**config.mk**
```make
export PLATFORM = sky130hd
export DESIGN_NAME = zc_pulse_gen
export DESIGN_NICKNAME = d
export VERILOG_FILES = /design/src/rtl/zc_pulse_gen.sv
export SDC_FILE = /design/constraint.sdc
export NUM_CORES = 1
export LEC_CHECK = 0
export BUFFER_PORTS_ARGS = -buffer_cell sky130_fd_sc_hd__buf_2
export CAP_MARGIN = 20
export CORE_UTILIZATION = 63
export DETAILED_ROUTE_END_ITERATION = 10
export PLACE_DENSITY = 0.81
export REMOVE_ABC_BUFFERS = 1
export SETUP_SLACK_MARGIN = 0.1
export SLEW_MARGIN = 20
export SYNTH_ARGS = -nofsm -noshare
export SYNTH_HDL_FRONTEND = slang
export SYNTH_SLANG_ARGS = --single-unit
```
**constraint.sdc**
```tcl
create_clock -name clk_i -period 2.7 [get_ports clk_i]
set_input_delay 0.135 -clock clk_i [delete_from_list [all_inputs] [get_ports clk_i]]
set_output_delay 0.135 -clock clk_i [all_outputs]
set_load 0.01 [all_outputs]
```
**src/rtl/zc_pulse_gen.sv**
```systemverilog
module zc_pulse_gen #(
  parameter int CLK_HZ    = 50_000_000,
  parameter int PULSE_CYC = (CLK_HZ / 2000) * 3,
  parameter int NPH       = 3
) (
  input  logic           clk_i,
  input  logic           rst_i,
  input  logic [NPH-1:0] pol_i,
  output logic           pulse_o
);

  localparam int MS       = CLK_HZ / 1000;
  localparam int HOLD_CYC = 2 * MS;
  localparam int MIN_CYC  = 14 * MS;
  localparam int MAX_CYC  = 28 * MS;
  localparam int TMO_CYC  = 40 * MS;
  localparam int FB_CYC   = (CLK_HZ + 27) / 54;
  localparam int AW       = $clog2(TMO_CYC + 1);
  localparam int HW       = $clog2(HOLD_CYC + 1);
  localparam int PW       = $clog2(PULSE_CYC + 1);
  localparam int FW       = $clog2(FB_CYC);
  localparam int SW       = (NPH > 1) ? $clog2(NPH) : 1;

  logic [NPH-1:0] valid, acc, good;

  for (genvar g = 0; g < NPH; g++) begin : g_ph
    logic          s1, s2, s3, seen, v;
    logic [HW-1:0] hold;
    logic [AW-1:0] age;
    logic          in_win;

    assign in_win  = (age >= AW'(MIN_CYC)) && (age <= AW'(MAX_CYC));
    assign acc[g]  = s2 & ~s3 & (hold == '0);
    assign good[g] = acc[g] & seen & in_win;
    assign valid[g] = v;

    always_ff @(posedge clk_i) begin
      if (rst_i) begin
        s1   <= 1'b0;
        s2   <= 1'b0;
        s3   <= 1'b0;
        hold <= '0;
        age  <= '0;
        seen <= 1'b0;
        v    <= 1'b0;
      end else begin
        s1 <= pol_i[g];
        s2 <= s1;
        s3 <= s2;
        if (acc[g])
          hold <= HW'(HOLD_CYC);
        else if (hold != '0)
          hold <= hold - 1'b1;
        if (acc[g]) begin
          age  <= AW'(1);
          seen <= 1'b1;
          v    <= good[g];
        end else if (age == AW'(TMO_CYC)) begin
          seen <= 1'b0;
          v    <= 1'b0;
        end else if (seen) begin
          age <= age + 1'b1;
        end
      end
    end
  end

  logic [SW-1:0] src, cand, eff;
  logic [PW-1:0] pcnt;
  logic [FW-1:0] fb_cnt;
  logic          any_v, start_ph, start_fb;

  always_comb begin
    cand = src;
    for (int i = NPH - 1; i >= 0; i--)
      if (valid[i]) cand = SW'(i);
  end

  assign eff      = valid[src] ? src : cand;
  assign any_v    = |valid;
  assign start_ph = valid[eff] & good[eff];
  assign start_fb = ~any_v & (fb_cnt == '0);
  assign pulse_o  = (pcnt != '0);

  always_ff @(posedge clk_i) begin
    if (rst_i) begin
      src    <= '0;
      pcnt   <= '0;
      fb_cnt <= '0;
    end else begin
      if (start_ph) src <= eff;
      if (any_v)
        fb_cnt <= '0;
      else
        fb_cnt <= (fb_cnt == FW'(FB_CYC - 1)) ? '0 : fb_cnt + 1'b1;
      if (start_ph || start_fb)
        pcnt <= PW'(PULSE_CYC);
      else if (pcnt != '0)
        pcnt <= pcnt - 1'b1;
    end
  end

endmodule

```
==> metrics.txt <==
1st-iter DRT viols=421; Critical Path Start=g_ph[0].age[14]$_SDFFE_PP0P_; CP Capture Type=register; Diodes inserted=0; Design Area, Final=roughly 9000 sq um; dpl hpwl=10100 microns; Post-synth EDFFs=0; Inserted Clock Buffers=17; Worst path slowest cell=dfxtp_1; Clk Latency, worst-skew pair=0.43 ns; Max FO, Critical Path=9; Worst Path Required=3.06 ns; DRC Markers=0; Syn Std Cell Area=8250 sq um; Yosys cell types=75; CP cell instances=nand4b_1 -> o41ai_1 -> a31oi_1 -> o2111ai_1 -> nand3_1 -> a311oi_4 -> a21boi_1; Clock Skew=0.00929 ns; Syn Area/Cell=around 8.7 sq um; GPL Wtd Cong=a little over 0.8; DR vias/cell=approximately 5.6; initial antenna violation count=0; reg2reg start=g_ph[0].age[14]$_SDFFE_PP0P_; Async S/R FF share, synth=0%; Buf/Inv on CP=0; max-slew violation count=0; most frequent cells in the layout=dfxtp_1, nor2_1, nand2_1, xnor2_1, xor2_1; CP startpoint kind=register; Worst Hold Depth=2; Layout Nets=between 900 and 1000; YS warnings=0; Starting Density=65.1%; Ports=6; RSZ-0062 raised after global routing=no; root buf cell=clkbuf_16; DR vias=6390; Initial DRT Pass Iterations=5; setup slack at placement=0.305 ns; WHS=0.148 ns; die area=13600 sq um; Core Area=about 13000 sq um; crit path DAT=2.76 ns; Cell Rows=41; Total Wirelength=15200 microns; number of port buffers=5; post-route ant nets=0; Max rail drop VDD=0.788 mV; CTS H-Tree Depth=4; max incr delay on CP=around 0.45 ns; Bufs on Longest Clock Path=2; DR WL/cell=13.4 microns; die width=approximately 120 microns; most common cell after layout, fill and taps aside=dfxtp_1; post-synthesis sequential area ratio=between 40% and 50%; vias in the first global route=6066; GRT overflow=0; Worst Hold Class=in2reg; die height=116 microns; Peak Freq=417 MHz; Final Hold Viols=0; post-CTS setup buffers=0; largest net degree at the start of global routing=32; Total GRT Usage=24.5%; CTS tree=built; pwr dens=922 nW/um^2; total number of cells along the worst setup path=7; Hold Crit Start=rst_i; Worst R2R Path Depth=7; dominant register cell in the synthesized netlist=dfxtp_1; max-cap viol count=0; leakage=3.36 nW; setup TNS=0 ns; Area Overhead vs Synth=10.2%; status=complete, no violations; clock slew at reported path FFs=around 0.060 ns; Tcrit/Tclk final=88.8%; CP top delay family=compound AO/OA/AOI/OAI gates; Cell Area, Placed=8420 sq um; first-pass GRT wire length=between 20000 and 30000 microns; setup ws final=0.303 ns; pin slew with the least headroom to its limit=between 0.6 and 0.7 ns; Slew headroom=around 57%; Setup-failing EPs final=0; FF+latch count, synth=approximately 170; layout cells sized above 1=9.87%; # clock sinks=168; Setup Crit Path Kind=reg2reg; crit path time final=2.40 ns; cells after synthesis=approximately 950
[path summary, 6_finish.rpt]
kind / to / slack [ns]
max: pcnt[2]$_SDFFE_PP0P_ / 0.30
min: g_ph[0].hold[9]$_SDFFE_PP0P_ / 0.15
max reg2reg: pcnt[2]$_SDFFE_PP0P_ / 0.30
min reg2reg: g_ph[2].s2$_SDFF_PP0_ / 0.45
[final cells by class]
cell class              instances  area, sq um
clock inverters                13          200
flip-flops and latches        168         3360
well taps                     172          215
repair buffers                 19          138
fillers                      1001         3580
inverters                      29          109
clock buffers                  19          443
multi-input cells             715         4620
[state kept, by name, summed over array words and instances, names as in the netlist]
signal     count
fb_cnt        20
g_ph.age      63
g_ph.hold     51
g_ph.s1        3
g_ph.s2        3
g_ph.s3        3
g_ph.seen      3
g_ph.v         3
pcnt          17
src            2
[through the flow]
| step | total power, mW | instances | utilization, % |
|---|---|---|---|
| CTS | 8.43 | 1135 | 71.7 |
| detailed placement | 5.76 | 1100 | 66.4 |
| floorplan | 5.31 | 912 | - |
| global route | 8.90 | 1135 | 71.7 |
| finish | 8.39 | 1135 | 71.7 |
| global placement | 5.67 | 1100 | 66.4 |
[cells in the mapped netlist (all sizes together) (8+ instances only)]
cell type	number	area share, %
inv	29	1.3
ha	16	2.4
buf	10	0.80
and3	19	1.4
nor2	162	7.7
nand2	64	2.9
a21oi	36	2.2
mux2	9	1.2
and2	14	1.1
or3	16	1.2
nand2b	10	0.85
nor2b	21	1.6
o21ai	15	0.91
nand4	17	1.5
dfxtp	168	41
nand3	41	2.7
xor2	53	5.6
nor3	31	1.9
xnor2	61	6.5
clkbuf	24	1.1
a211oi	13	1.3
or4	8	0.96
nor4	33	3.0
[power breakdown]
| group | switching, mW | total (mW) | leakage, nW | internal, mW |
|---|---|---|---|---|
| sequential | 0.389 | 3.24 | 1.37 | 2.85 |
| combinational | 1.35 | 2.51 | 1.68 | 1.16 |
| clock | 0.977 | 2.64 | 0.317 | 1.66 |
| total | 2.71 | 8.39 | 3.36 | 5.68 |
[repair_timing]
item                                    CTS  global route
endpoints found under the setup margin    0             2
resized for setup                         0             1
endpoints found under the hold margin     3             0
hold buffers                              3             0
[metal layers]
metal	GRT usage, %	vias to the layer above	wire [microns]
li1	-	3302	-
met1	30.1	2999	7310
met2	41.9	70	7290
met3	5.50	19	369
met4	9.49	0	212
met5	0	-	0
[cell families after synthesis]
family                     after synthesis  synth area share (%)
and+or+nand+nor                        464                  30.0
AOI/OAI and AO/OA                      110                  9.98
muxes                                   11                  1.47
buffers and inverters                   63                  3.22
xor gates and xnor gates               114                  12.1
DFF                                    168                  40.8
adders and majority gates               16                  2.43
Power figures use the tool's default switching activity.
